**config.mk**
```make
export PLATFORM = sky130hd
export DESIGN_NAME = modulo_timer
export DESIGN_NICKNAME = d
export VERILOG_FILES = /design/src/rtl/mtmr_pkg.sv /design/src/rtl/mtmr_prescaler.sv /design/src/rtl/mtmr_counter.sv /design/src/rtl/mtmr_ctrl_reg.sv /design/src/rtl/modulo_timer.sv
export SDC_FILE = /design/constraint.sdc
export NUM_CORES = 1
export LEC_CHECK = 0
export CAP_MARGIN = 20
export CELL_PAD_IN_SITES_DETAIL_PLACEMENT = 1
export CELL_PAD_IN_SITES_GLOBAL_PLACEMENT = 1
export CORE_UTILIZATION = 37
export CTS_CLUSTER_DIAMETER = 40
export DETAILED_ROUTE_END_ITERATION = 12
export GPL_TIMING_DRIVEN = 0
export PLACE_DENSITY = 0.87
export SLEW_MARGIN = 20
export SYNTH_ARGS = -nofsm -noshare
export SYNTH_HDL_FRONTEND = slang
export SYNTH_SLANG_ARGS = --single-unit
```
**constraint.sdc**
```tcl
create_clock -name clk -period 2.9 [get_ports clk]
set_clock_uncertainty 0.05 [all_clocks]
set_input_delay 0.87 -clock clk [delete_from_list [all_inputs] [get_ports clk]]
set_output_delay 0.87 -clock clk [all_outputs]
set_load 0.05 [all_outputs]
```
**src/rtl/mtmr_pkg.sv**
```systemverilog
package mtmr_pkg;

    localparam int REG_W     = 32;
    localparam int SEL_W     = 2;
    localparam int PS_W      = 3;
    localparam int SRC_W     = 2;
    localparam int CTRL_W    = 8;
    localparam int FLAG_BIT  = 7;
    localparam int IE_BIT    = 6;
    localparam int MODE_BIT  = 5;
    localparam int SRC_LSB   = 3;
    localparam int PS_LSB    = 0;

    typedef enum logic [SRC_W-1:0] {
        SRC_OFF  = 2'd0,
        SRC_SYS  = 2'd1,
        SRC_EXT  = 2'd2,
        SRC_RSVD = 2'd3
    } src_e;

    typedef enum logic [SEL_W-1:0] {
        SEL_CTRL  = 2'd0,
        SEL_COUNT = 2'd1,
        SEL_MOD   = 2'd2,
        SEL_NONE  = 2'd3
    } sel_e;

    // Field order matches the bit layout of the low byte.
    typedef struct packed {
        logic            flag;
        logic            ie;
        logic            mode;
        src_e            src;
        logic [PS_W-1:0] ps;
    } ctrl_t;

    function automatic logic [REG_W-1:0] ctrl_word(ctrl_t c);
        return REG_W'(c);
    endfunction

    function automatic logic src_running(src_e s);
        return (s == SRC_SYS) || (s == SRC_EXT);
    endfunction

endpackage

```
**src/rtl/mtmr_prescaler.sv**
```systemverilog
module mtmr_prescaler
    import mtmr_pkg::*;
#(
    parameter int PSW = PS_W
) (
    input  logic           clk,
    input  logic           rst,
    input  logic           run_i,
    input  logic           src_en_i,
    input  logic [PSW-1:0] ps_i,
    output logic           tick_o
);
    localparam int DIV_W = (1 << PSW) - 1;

    logic [DIV_W-1:0] pre_q;
    logic [DIV_W:0]   pow2;
    logic [DIV_W-1:0] lim;

    always_comb begin
        pow2   = (DIV_W+1)'(1) << ps_i;
        lim    = DIV_W'(pow2 - (DIV_W+1)'(1));
        tick_o = run_i && src_en_i && (pre_q >= lim);
    end

    always_ff @(posedge clk) begin
        if (rst || !run_i) begin
            pre_q <= '0;
        end else if (src_en_i) begin
            if (tick_o) pre_q <= '0;
            else        pre_q <= pre_q + DIV_W'(1);
        end
    end


    tick_spacing_chk: assert property (@(posedge clk) disable iff (rst)
        tick_o |=> (!tick_o || $past(ps_i) == '0 || ps_i != $past(ps_i) || !$past(run_i)));

endmodule

```
**src/rtl/mtmr_counter.sv**
```systemverilog
module mtmr_counter #(
    parameter int CNT_W = 16
) (
    input  logic             clk,
    input  logic             rst,
    input  logic             tick_i,
    input  logic [CNT_W-1:0] mod_i,
    output logic [CNT_W-1:0] cnt_o,
    output logic             wrap_o
);
    logic [CNT_W-1:0] cnt_q;

    assign wrap_o = tick_i && (cnt_q >= mod_i);
    assign cnt_o  = cnt_q;

    always_ff @(posedge clk) begin
        if (rst) begin
            cnt_q <= '0;
        end else if (tick_i) begin
            if (wrap_o) cnt_q <= '0;
            else        cnt_q <= cnt_q + CNT_W'(1);
        end
    end


    hold_no_tick_chk: assert property (@(posedge clk) disable iff (rst)
        !tick_i |=> $stable(cnt_q));


    wrap_to_zero_chk: assert property (@(posedge clk) disable iff (rst)
        wrap_o |=> (cnt_q == '0));

endmodule

```
**src/rtl/mtmr_ctrl_reg.sv**
```systemverilog
module mtmr_ctrl_reg
    import mtmr_pkg::*;
(
    input  logic              clk,
    input  logic              rst,
    input  logic              wr_i,
    input  logic              rd_i,
    input  logic [CTRL_W-1:0] wdata_i,
    input  logic              ovf_i,
    output ctrl_t             ctrl_o,
    output logic              irq_o
);
    ctrl_t ctrl_q;
    logic  armed_q;
    logic  irq_q;
    logic  clear_req;

    assign clear_req = wr_i && armed_q && !wdata_i[FLAG_BIT];

    always_ff @(posedge clk) begin
        if (rst) begin
            ctrl_q  <= '0;
            armed_q <= 1'b0;
            irq_q   <= 1'b0;
        end else begin
            if (ovf_i)          ctrl_q.flag <= 1'b1;
            else if (clear_req) ctrl_q.flag <= 1'b0;

            if (wr_i) begin
                ctrl_q.ie   <= wdata_i[IE_BIT];
                ctrl_q.mode <= wdata_i[MODE_BIT];
                ctrl_q.src  <= src_e'(wdata_i[SRC_LSB +: SRC_W]);
                ctrl_q.ps   <= wdata_i[PS_LSB +: PS_W];
            end

            if (ovf_i || wr_i)            armed_q <= 1'b0;
            else if (rd_i && ctrl_q.flag) armed_q <= 1'b1;

            irq_q <= ctrl_q.flag && ctrl_q.ie;
        end
    end

    assign ctrl_o = ctrl_q;
    assign irq_o  = irq_q;


    flag_rise_chk: assert property (@(posedge clk) disable iff (rst)
        (ctrl_q.flag && !$past(ctrl_q.flag)) |-> $past(ovf_i));


    flag_drop_chk: assert property (@(posedge clk) disable iff (rst)
        (!ctrl_q.flag && $past(ctrl_q.flag)) |-> ($past(wr_i) && $past(armed_q) && !$past(ovf_i)));


    irq_gated_chk: assert property (@(posedge clk) disable iff (rst)
        (!ctrl_q.ie && !$past(ctrl_q.ie)) |-> !irq_q);

endmodule

```
**src/rtl/modulo_timer.sv**
```systemverilog
module modulo_timer
    import mtmr_pkg::*;
#(
    parameter int CNT_W = 16
) (
    input  logic             clk,
    input  logic             rst,
    input  logic [1:0]       reg_sel,
    input  logic             reg_wr,
    input  logic             reg_rd,
    input  logic [31:0]      reg_wdata,
    output logic [31:0]      reg_rdata,
    input  logic             ext_tick,
    output logic             irq
);
    ctrl_t            ctrl;
    logic [CNT_W-1:0] mod_q;
    logic [CNT_W-1:0] cnt;
    logic             src_en;
    logic             run;
    logic             tick;
    logic             wrap;
    logic             sel_ctrl;
    logic             unused_bits;

    assign unused_bits = ^reg_wdata;
    assign sel_ctrl    = (sel_e'(reg_sel) == SEL_CTRL);
    assign run         = src_running(ctrl.src);

    always_comb begin
        case (ctrl.src)
            SRC_SYS: src_en = 1'b1;
            SRC_EXT: src_en = ext_tick;
            default: src_en = 1'b0;
        endcase
    end

    always_ff @(posedge clk) begin
        if (rst)                                         mod_q <= '0;
        else if (reg_wr && sel_e'(reg_sel) == SEL_MOD)   mod_q <= reg_wdata[CNT_W-1:0];
    end

    mtmr_prescaler #(.PSW(PS_W)) u_pre (
        .clk      (clk),
        .rst      (rst),
        .run_i    (run),
        .src_en_i (src_en),
        .ps_i     (ctrl.ps),
        .tick_o   (tick)
    );

    mtmr_counter #(.CNT_W(CNT_W)) u_cnt (
        .clk    (clk),
        .rst    (rst),
        .tick_i (tick),
        .mod_i  (mod_q),
        .cnt_o  (cnt),
        .wrap_o (wrap)
    );

    mtmr_ctrl_reg u_ctrl (
        .clk     (clk),
        .rst     (rst),
        .wr_i    (reg_wr && sel_ctrl),
        .rd_i    (reg_rd && sel_ctrl),
        .wdata_i (reg_wdata[CTRL_W-1:0]),
        .ovf_i   (wrap),
        .ctrl_o  (ctrl),
        .irq_o   (irq)
    );

    always_comb begin
        case (sel_e'(reg_sel))
            SEL_CTRL:  reg_rdata = ctrl_word(ctrl);
            SEL_COUNT: reg_rdata = 32'(cnt);
            SEL_MOD:   reg_rdata = 32'(mod_q);
            default:   reg_rdata = '0;
        endcase
    end


    stopped_source_chk: assert property (@(posedge clk) disable iff (rst)
        (!run && !$past(run)) |-> $stable(cnt));


    reserved_zero_chk: assert property (@(posedge clk) disable iff (rst)
        (reg_sel == 2'd0) |-> (reg_rdata[31:8] == 24'd0));

endmodule

```
==> results.yml, run 1 <==
drt:
  dr.max_layer_used: "met4"
  viasPerCell: 5.365
  drtPass1Iterations: 4
  wl_met3_um: 290
  met2RoutedLength_um: 4616
  wl_per_cell_um: 16.64
  postRouteAntennaNets: 0
  wl_met1_um: 4097
  dr.first_iter.drc_count: 88
  wirelength_um: 9154
  vias: 2951
  drc: 0
synth:
  yosysWarnings: 0
  synth_edf_count: 0
  syn_area_um2: 3058
  ys_seq_area_share_pct: 32.08
  synth_area_per_cell_um2: 8.026
  ys.flop_type: "dfxtp_1"
  ys_ff_latch: 49
  synth-async-reset-ratio_pct: 0
  synth.distinct_cells: 46
  netlist_instances: 381
sta:
  slew_viol_final: 0
  min_period_over_period_pct: 97.64
  relSlewSlack_pct: 54.99
  setup_violations: 0
  worstMarginPinSlew_ns: 0.6751
  fin_crit_ns: 2.832
  fmax_mhz: 353.1
  finalHoldViolations: 0
  rsz0062_at_grt: "no"
layout:
  layout.nets: 513
  syn_to_final_growth_pct: 30.65
  utilization_pct: 50.91
  fin_cells: 550
  drive_above_1_share_pct: 21.21
  antenna_cells: 0
  fin_area_um2: 3995
clocking:
  cts-root-buf: "clkbuf_8"
  cts.sink_count: 49
  clkLatencyLatePin_ns: 0.31
  cts_hold_buf: 0
  cts_tree: "built"
  cts.clk_slew.worst_paths_ns: 0.09
  cts_max_level: 2
  numCtsBuffers: 5
  cts_buffer_depth: 2
critical_path:
  worstPathRequired_ns: 1.98
  crit_start: "reg_sel[0]"
  critPathKind: "in2out"
  crit_fanout: 7
  path_cells: "buf_2 > clkbuf_16 > nor2b_4 > buf_8 > clkbuf_16 > a22o_4 > buf_8"
  reg2reg_depth: 9
  cp-end-kind: "output port"
  reg2reg_from: "u_ctrl.ctrl_o[2]$_SDFFE_PP0P_"
  slowest_stage: "a22o_4"
  cp-start-kind: "input port"
  r2r-end: "u_cnt.cnt_o[5]$_SDFFE_PP0N_"
  ff2ff_setup_slack_ns: 0.23
  critPathArrivalTime_ns: 1.91
  worstSetupEndpoint: "reg_rdata[12]"
  critPathMaxStageDelay_ns: 0.22
floorplan:
  design.die.area_um2: 8632
  rows: 32
  initial_core_util_pct: 38.97
  die_h_um: 92.91
  coreArea_um2: 7848
  die_w_um: 92.91
  ios: 72
grt:
  overflow: 0
  antenna_found_initial: 0
  grt_util_all_layers_pct: 21.74
  grt_pass1_wl_um: 14690
  grt_pass1_vias: 3048
  grt_max_degree: 15
pwr:
  vdd_ir_drop_max_uv: 197.0
  power_density_nw_per_um2: 356.6
  power.leakage_nw: 1.500
worst_hold_path:
  hold_class: "reg2reg"
placed_design:
  hpwl_um: 6722
  gp_congestion: 0.8449
  dp.cells: 536
  io_buffers: 38
  dpl_cell_area_um2: 3716
run:
  max_cap_viol_count: 0
status:
  outcome: "finished, final reports clean"
## stage by stage
stage	power, W	setup slack (ns)	setup TNS, ns	hold WS (ns)
after floorplan	0.0008839	-0.01160	-0.03165	0.3723
after global placement	0.0009520	-1.380	-22.70	0.3975
after detailed placement	0.0009603	-1.419	-24.76	0.4095
after CTS	0.001427	0.02314	0	0.4333
after global routing	0.001480	0.03765	0	0.4547
final	0.001425	0.06834	0	0.4314
## layout make-up
type,instances,area (um^2)
Timing Repair Buffer,45,434.2
Multi-Input combinational cell,286,1981
Buffer,36,279.0
Clock buffer,7,96.34
Fill cell,966,3852
Sequential cell,49,982.2
Inverter,24,90.09
Clock inverter,1,5.005
Tap cell,102,127.6
## what timing repair did
item	4_1_cts	5_1_grt
resized for setup	135	5
buffers inserted	3	3
endpoints found under the setup margin	26	28
cloned	1	0
pin swaps	0	1
## sequential cells by signal, indices dropped and copies added (netlist names)
register and cells:
mod_q 16, u_cnt.cnt_o 16, u_ctrl.armed_q 1, u_ctrl.ctrl_o 8, u_ctrl.irq_o 1, u_pre.pre_q 7
## metal layers
layer  up-vias  global-route usage (%)
li1       1458                       -
met1      1417                   26.20
met2        62                   38.79
met3        14                   3.941
met4         0                   6.795
met5         -                       0
## cell usage after synthesis (all sizes together), types with 10 or more instances
master   n  share of area (%)
or4     12                2.9
a211oi  18                5.2
o21ai   17                2.8
o31ai   12                2.9
buf     21                5.2
nand2   70                8.6
clkbuf  16                2.0
nand3   10                1.8
ha      27                 11
dfxtp   49                 32
a21oi   32                5.2
inv     24                2.9
nor2    15                1.9
## how the worst min path moves through the flow
stage	cells after the start	startpoint	endpoint
floorplan	2	u_ctrl.ctrl_o[6]$_SDFFE_PP0P_	u_ctrl.irq_o$_SDFF_PP0_
global placement	2	u_ctrl.ctrl_o[6]$_SDFFE_PP0P_	u_ctrl.irq_o$_SDFF_PP0_
detailed placement	2	u_ctrl.ctrl_o[5]$_SDFFE_PP0P_	u_ctrl.ctrl_o[5]$_SDFFE_PP0P_
CTS	2	mod_q[3]$_SDFFE_PP0P_	mod_q[3]$_SDFFE_PP0P_
global route	2	u_ctrl.ctrl_o[5]$_SDFFE_PP0P_	u_ctrl.ctrl_o[5]$_SDFFE_PP0P_
finish	2	u_ctrl.ctrl_o[5]$_SDFFE_PP0P_	u_ctrl.ctrl_o[5]$_SDFFE_PP0P_
## logic make-up after synthesis
kind of cell | share of synthesized area [%]
adder cells (fa/ha/maj) | 11.05
flip-flops | 32.08
buffers and inverters | 10.11
multiplexers | 2.619
other | 0.1226
AO/OA/AOI/OAI | 22.30
AND/OR/NAND/NOR | 20.01
XOR/XNOR | 1.718
## placed cells by master, fill, tap and decap left out, drive strengths merged, types with 2 or more instances in the layout
cell,Yosys,routed
and3,2,2
clkdlybuf4s50,0,20
nand3,10,10
a22o,8,8
or3,4,4
or2,2,2
clkbuf,16,23
mux2i,8,8
buf,21,45
o31ai,12,12
a211oi,18,18
or4,12,12
o21a,2,2
xor2,5,5
nor3,2,2
conb,1,16
nand2,70,70
o21ai,17,17
and2,2,2
a21oi,32,32
nor2,15,15
nand4,6,6
dfxtp,49,49
o211ai,2,2
ha,27,27
nor2b,2,2
inv,24,24
## worst max-delay path, delay by kind of cell
family,cells,cell delay (ns)
buffers and inverters,5,0.70
AND/OR/NAND/NOR,1,0.12
AO/OA/AOI/OAI,1,0.22
## power by group
part / switching, W / internal (W) / total, W
Combinational: 0.000170 / 0.000107 / 0.000277
Sequential: 0.0000129 / 0.000683 / 0.000696
Clock: 0.000236 / 0.000216 / 0.000452
Total: 0.000419 / 0.00101 / 0.00142
Power figures use the tool's default switching activity.
==> inputs of run 2 (changes only) <==
- CORE_UTILIZATION: 37 -> 33
- PLACE_DENSITY: 0.87 -> 0.82
- clock period: 2.9 -> 2.35 ns (I/O delays scaled with it)
==> results.yml, run 2 (same netlist as run 1, synthesis figures left out) <==
drt:
  dr.first_iter.drc_count: 157
  viasPerCell: 5.761
  drc: 0
  drtPass1Iterations: 6
  wirelength_um: 12440
  postRouteAntennaNets: 0
  wl_per_cell_um: 21.86
  vias: 3278
floorplan:
  initial_core_util_pct: 34.56
  die_w_um: 98.26
  rows: 34
  ios: 72
  die_h_um: 98.26
  coreArea_um2: 8848
  design.die.area_um2: 9655
critical_path:
  critPathKind: "reg2reg"
  r2r-end: "u_cnt.cnt_o[10]$_SDFFE_PP0N_"
  reg2reg_depth: 8
  crit_fanout: 8
  worstPathRequired_ns: 2.52
  cp-end-kind: "register"
  cp-start-kind: "register"
  crit_start: "u_ctrl.ctrl_o[1]$_SDFFE_PP0P_"
  ff2ff_setup_slack_ns: -0.16
  reg2reg_from: "u_ctrl.ctrl_o[1]$_SDFFE_PP0P_"
  critPathArrivalTime_ns: 2.67
worst_hold_path:
  hold_start: "u_ctrl.ctrl_o[6]$_SDFFE_PP0P_"
  min_path_cells: 2
  hold_class: "reg2reg"
  hold_end: "u_ctrl.irq_o$_SDFF_PP0_"
sta:
  timing.final.ws_setup_ns: -0.1563
  relSlewSlack_pct: 47.98
  min_period_over_period_pct: 106.7
  fmax_mhz: 399.0
  slew_viol_final: 0
  hold_ws_ns: 0.4294
  finalHoldViolations: 0
  worstMarginPinSlew_ns: 0.7803
  fin_crit_ns: 2.506
  setup_violations: 31
  rsz0062_at_grt: "yes"
status:
  outcome: "finished, violations left"
  violations: "negative setup slack"
layout:
  regArea_um2: 993.5
  antenna_cells: 0
  syn_to_final_growth_pct: 52.17
  final.fill_count: 1016
  drive_above_1_share_pct: 36.01
  mostFrequentLayoutCell: "nand2_1"
  final_cell_mix: "62 x nand2_1, 45 x dfxtp_1, 30 x a21oi_1"
  multiInputGateArea_um2: 2364
  layout.nets: 526
grt:
  grt_pass1_wl_um: 17810
  grt_pass1_vias: 3441
  overflow: 0
  grt_util_all_layers_pct: 23.42
  grt_max_degree: 15
  antenna_found_initial: 0
placed_design:
  io_buffers: 38
  preCtsSetupSlack_ns: -1.410
  gp_congestion: 0.8213
  hpwl_um: 6998
run:
  max_cap_viol_count: 0
clocking:
  cts_max_level: 2
  cts-root-buf: "clkbuf_8"
  numCtsBuffers: 5
  cts_buffer_depth: 2
  cts.clk_slew.worst_paths_ns: 0.09
  cts_tree: "built"
  cts.sink_count: 49
  clkLatencyLatePin_ns: 0.31
pwr:
  vdd_ir_drop_max_uv: 267.0
  power_density_nw_per_um2: 402.5
  power.leakage_nw: 1.765
-- run 2: changes by cell type in the layout (fill, tap and decap cells not counted), moves of 6 or more --
cell and delta:
buf_8 +10, or4_1 -10, a22o_1 -6, a211oi_1 -11, o31ai_1 -8, a211oi_2 +10
buf_6 +7, or4_4 +10, buf_2 -8
-- run 2: how the worst max path moves through the flow --
stage | end
after floorplan | u_cnt.cnt_o[11]$_SDFFE_PP0N_
after global placement | reg_rdata[5]
after detailed placement | reg_rdata[3]
after CTS | reg_rdata[12]
after global routing | u_cnt.cnt_o[10]$_SDFFE_PP0N_
final | u_cnt.cnt_o[10]$_SDFFE_PP0N_
-- run 2: per-stage QoR --
| step | std cells | cell area (um^2) | TNS, ns | utilization [%] | total power, W |
|---|---|---|---|---|---|
| 2_1_floorplan | 396 | 3303 | -0.1544 | - | 0.001104 |
| 3_3_place_gp | 542 | 3819 | -33.52 | 43.16 | 0.001190 |
| 3_5_place_dp | 542 | 3819 | -35.28 | 43.16 | 0.001199 |
| 4_1_cts | 565 | 4437 | -1.703 | 50.14 | 0.001831 |
| 5_1_grt | 569 | 4653 | -3.838 | 52.59 | 0.001925 |
| 6_report | 569 | 4653 | -2.780 | 52.59 | 0.001873 |
-- run 2: power breakdown --
group	leakage, nW	switching (W)	internal, W
clock network	0.0542	0.000294	0.000267
registers	0.399	0.0000182	0.000841
logic	1.31	0.000261	0.000191
-- run 2: metal layers --
layer,share of wire [%],routed length [um],track usage [%],vias to the layer above
li1,-,-,-,1477
met1,40,5007,26.88,1631
met2,52,6423,43.23,125
met3,3.9,485,3.150,45
met4,4.2,523,10.22,0
met5,0,0,0,-
-- run 2: layout make-up --
| cell class | instances | share of cell area (%) |
|---|---|---|
| multi-input cells | 286 | 50.79 |
| flip-flops and latches | 49 | 21.35 |
| inverters | 24 | 1.936 |
| clock buffers | 7 | 2.070 |
| plain buffers | 33 | 5.754 |
| well taps | 108 | 2.904 |
| clock inverters | 1 | 0.1076 |
| repair buffers | 61 | 15.08 |
-- run 2: worst max-delay path, stage by stage, from the launching register on --
cell and delay (ns):
dfxtp_4 0.39, or3_1 0.39, ha_1 0.29, nand2b_4 0.12, a211oi_4 0.06, o21a_4 0.24
buf_6 0.14, or4_4 0.47, a211oi_2 0.27
-- run 2: what timing repair did --
action	4_1_cts	5_1_grt
gates cloned	3	1
gates resized for setup	206	44
pin swaps	35	20
hold endpoints to repair	0	0
endpoints found under the setup margin	51	41
buffers inserted	14	5
hold buffers	0	0
==> inputs of run 3 (changes only) <==
- CTS_CLUSTER_SIZE: default -> 28
- TNS_END_PERCENT: default -> 20
==> results.yml, run 3 (same netlist as run 1, synthesis figures left out) <==
clocking:
  clkLatencyLatePin_ns: 0.31
  cts_tree: "built"
  cts_max_level: 2
  cts.sink_count: 49
  cts-root-buf: "clkbuf_8"
  cts_buffer_depth: 2
  numCtsBuffers: 5
  cts.clk_slew.worst_paths_ns: 0.09
grt:
  grt_pass1_wl_um: 16420
  grt_max_degree: 15
  grt_util_all_layers_pct: 21.48
  antenna_found_initial: 0
  overflow: 0
  grt_pass1_vias: 3265
floorplan:
  design.die.area_um2: 9655
  die_h_um: 98.26
  ios: 72
  coreArea_um2: 8848
  initial_core_util_pct: 34.56
  die_w_um: 98.26
  rows: 34
sta:
  slew_viol_final: 0
  finalHoldViolations: 0
  rsz0062_at_grt: "yes"
  worstMarginPinSlew_ns: 0.7233
  min_period_over_period_pct: 106.9
  fmax_mhz: 397.9
  fin_crit_ns: 2.513
  relSlewSlack_pct: 51.78
  timing.final.ws_setup_ns: -0.1631
  setup_violations: 30
layout:
  layout.nets: 519
  drive_above_1_share_pct: 25.99
  multiInputGateArea_um2: 2112
  fin_cells: 562
  mostFrequentLayoutCell: "nand2_1"
  antenna_cells: 0
  final.fill_count: 1030
  final_cell_mix: "62 x nand2_1, 46 x dfxtp_1, 32 x a21oi_1"
  regArea_um2: 989.7
  syn_to_final_growth_pct: 40.18
critical_path:
  crit_fanout: 6
  worst-path-buf-inv: 1
  worstPathRequired_ns: 2.52
  path_cells: "or3_1 > ha_1 > nand2b_4 > a211oi_4 > o21a_4 > buf_6 > or4_1 > a211oi_2"
  reg2reg_from: "u_ctrl.ctrl_o[0]$_SDFFE_PP0P_"
  slowest_stage: "or4_1"
  cp_top_family: "simple AND/OR/NAND/NOR gates"
  critPathMaxStageDelay_ns: 0.54
  ff2ff_setup_slack_ns: -0.16
  cp-end-kind: "register"
  reg2reg_depth: 8
  cp-start-kind: "register"
  critPathArrivalTime_ns: 2.68
  critPathKind: "reg2reg"
  r2r-end: "u_cnt.cnt_o[15]$_SDFFE_PP0N_"
pwr:
  vdd_ir_drop_max_uv: 225.4
  power_density_nw_per_um2: 440.3
  power.leakage_nw: 1.682
drt:
  postRouteAntennaNets: 0
  wl_per_cell_um: 19.20
  dr.first_iter.drc_count: 216
  wirelength_um: 10790
  drtPass1Iterations: 6
  drc: 0
  vias: 3131
  viasPerCell: 5.571
placed_design:
  preCtsSetupSlack_ns: -1.428
  io_buffers: 38
  hpwl_um: 6761
  dp.cells: 542
  gp_congestion: 0.7946
status:
  violations: "negative setup slack"
  outcome: "finished, violations left"
worst_hold_path:
  hold_start: "u_ctrl.ctrl_o[6]$_SDFFE_PP0P_"
  hold_class: "reg2reg"
  hold_end: "u_ctrl.irq_o$_SDFF_PP0_"
  min_path_cells: 2
run:
  max_cap_viol_count: 0
==> run 3: changes by cell type in the layout (fill, tap and decap cells not counted), sizes merged <==
cell / previous run / this run
buf: 62 / 54
bufinv: 0 / 1
clkbuf: 19 / 20
clkinv: 1 / 0
==> run 3: stage by stage <==
step / util (%) / cell area [um^2] / hold slack [ns] / setup TNS, ns / power [W]
2_1_floorplan: - / 3281 / 0.3723 / -0.3894 / 0.001101
3_3_place_gp: 42.90 / 3796 / 0.4013 / -32.92 / 0.001185
3_5_place_dp: 42.90 / 3796 / 0.4166 / -34.67 / 0.001193
4_1_cts: 47.62 / 4214 / 0.4293 / -2.220 / 0.001870
5_1_grt: 48.44 / 4287 / 0.4528 / -4.139 / 0.001954
6_report: 48.44 / 4287 / 0.4299 / -2.146 / 0.001888
==> run 3: routing by layer <==
layer	global-route usage (%)	routed length, um	vias to the layer above	part of all wire, %
li1	-	-	1459	-
met1	24.73	4387	1520	41
met2	38.19	5481	114	51
met3	3.078	475	38	4.4
met4	11.94	448	0	4.2
met5	0	0	-	0
==> run 3: how the worst max path moves through the flow <==
stage	startpoint	to	slack [ns]	cells past startpoint
global route	u_ctrl.ctrl_o[0]$_SDFFE_PP0P_	u_cnt.cnt_o[15]$_SDFFE_PP0N_	-0.23	8
global placement	reg_sel[0]	reg_rdata[5]	-1.39	8
floorplan	u_ctrl.ctrl_o[2]$_SDFFE_PP0P_	u_cnt.cnt_o[10]$_SDFFE_PP0N_	-0.05	9
CTS	reg_sel[0]	reg_rdata[8]	-0.15	7
detailed placement	reg_sel[0]	reg_rdata[5]	-1.43	8
finish	u_ctrl.ctrl_o[0]$_SDFFE_PP0P_	u_cnt.cnt_o[15]$_SDFFE_PP0N_	-0.16	8
==> run 3: cell type report <==
cell class	count	area share [%]
Buffer	35	6.801
Timing Repair Buffer	52	12.87
Clock inverter	1	0.7005
Inverter	24	2.102
Clock buffer	7	2.014
Tap cell	108	3.152
Sequential cell	49	23.09
Multi-Input combinational cell	286	49.27
==> run 3: timing repair <==
action / CTS / global route
setup buffers: 6 / 6
endpoints found under the setup margin: 51 / 41
cloned: 2 / 0
pin swaps: 13 / 4
gates resized for setup: 175 / 11
hold buffers: 0 / 0
==> run 3: report_power, final <==
group | internal, W | switching (W)
Clock | 0.000348 | 0.000296
Sequential | 0.000842 | 0.0000157
Combinational | 0.000158 | 0.000228
==> run 3: worst min-delay path: stages (launching register included) <==
cell	delay, ns
dfxtp_1	0.33
nand2_1	0.07
nor2_1	0.04
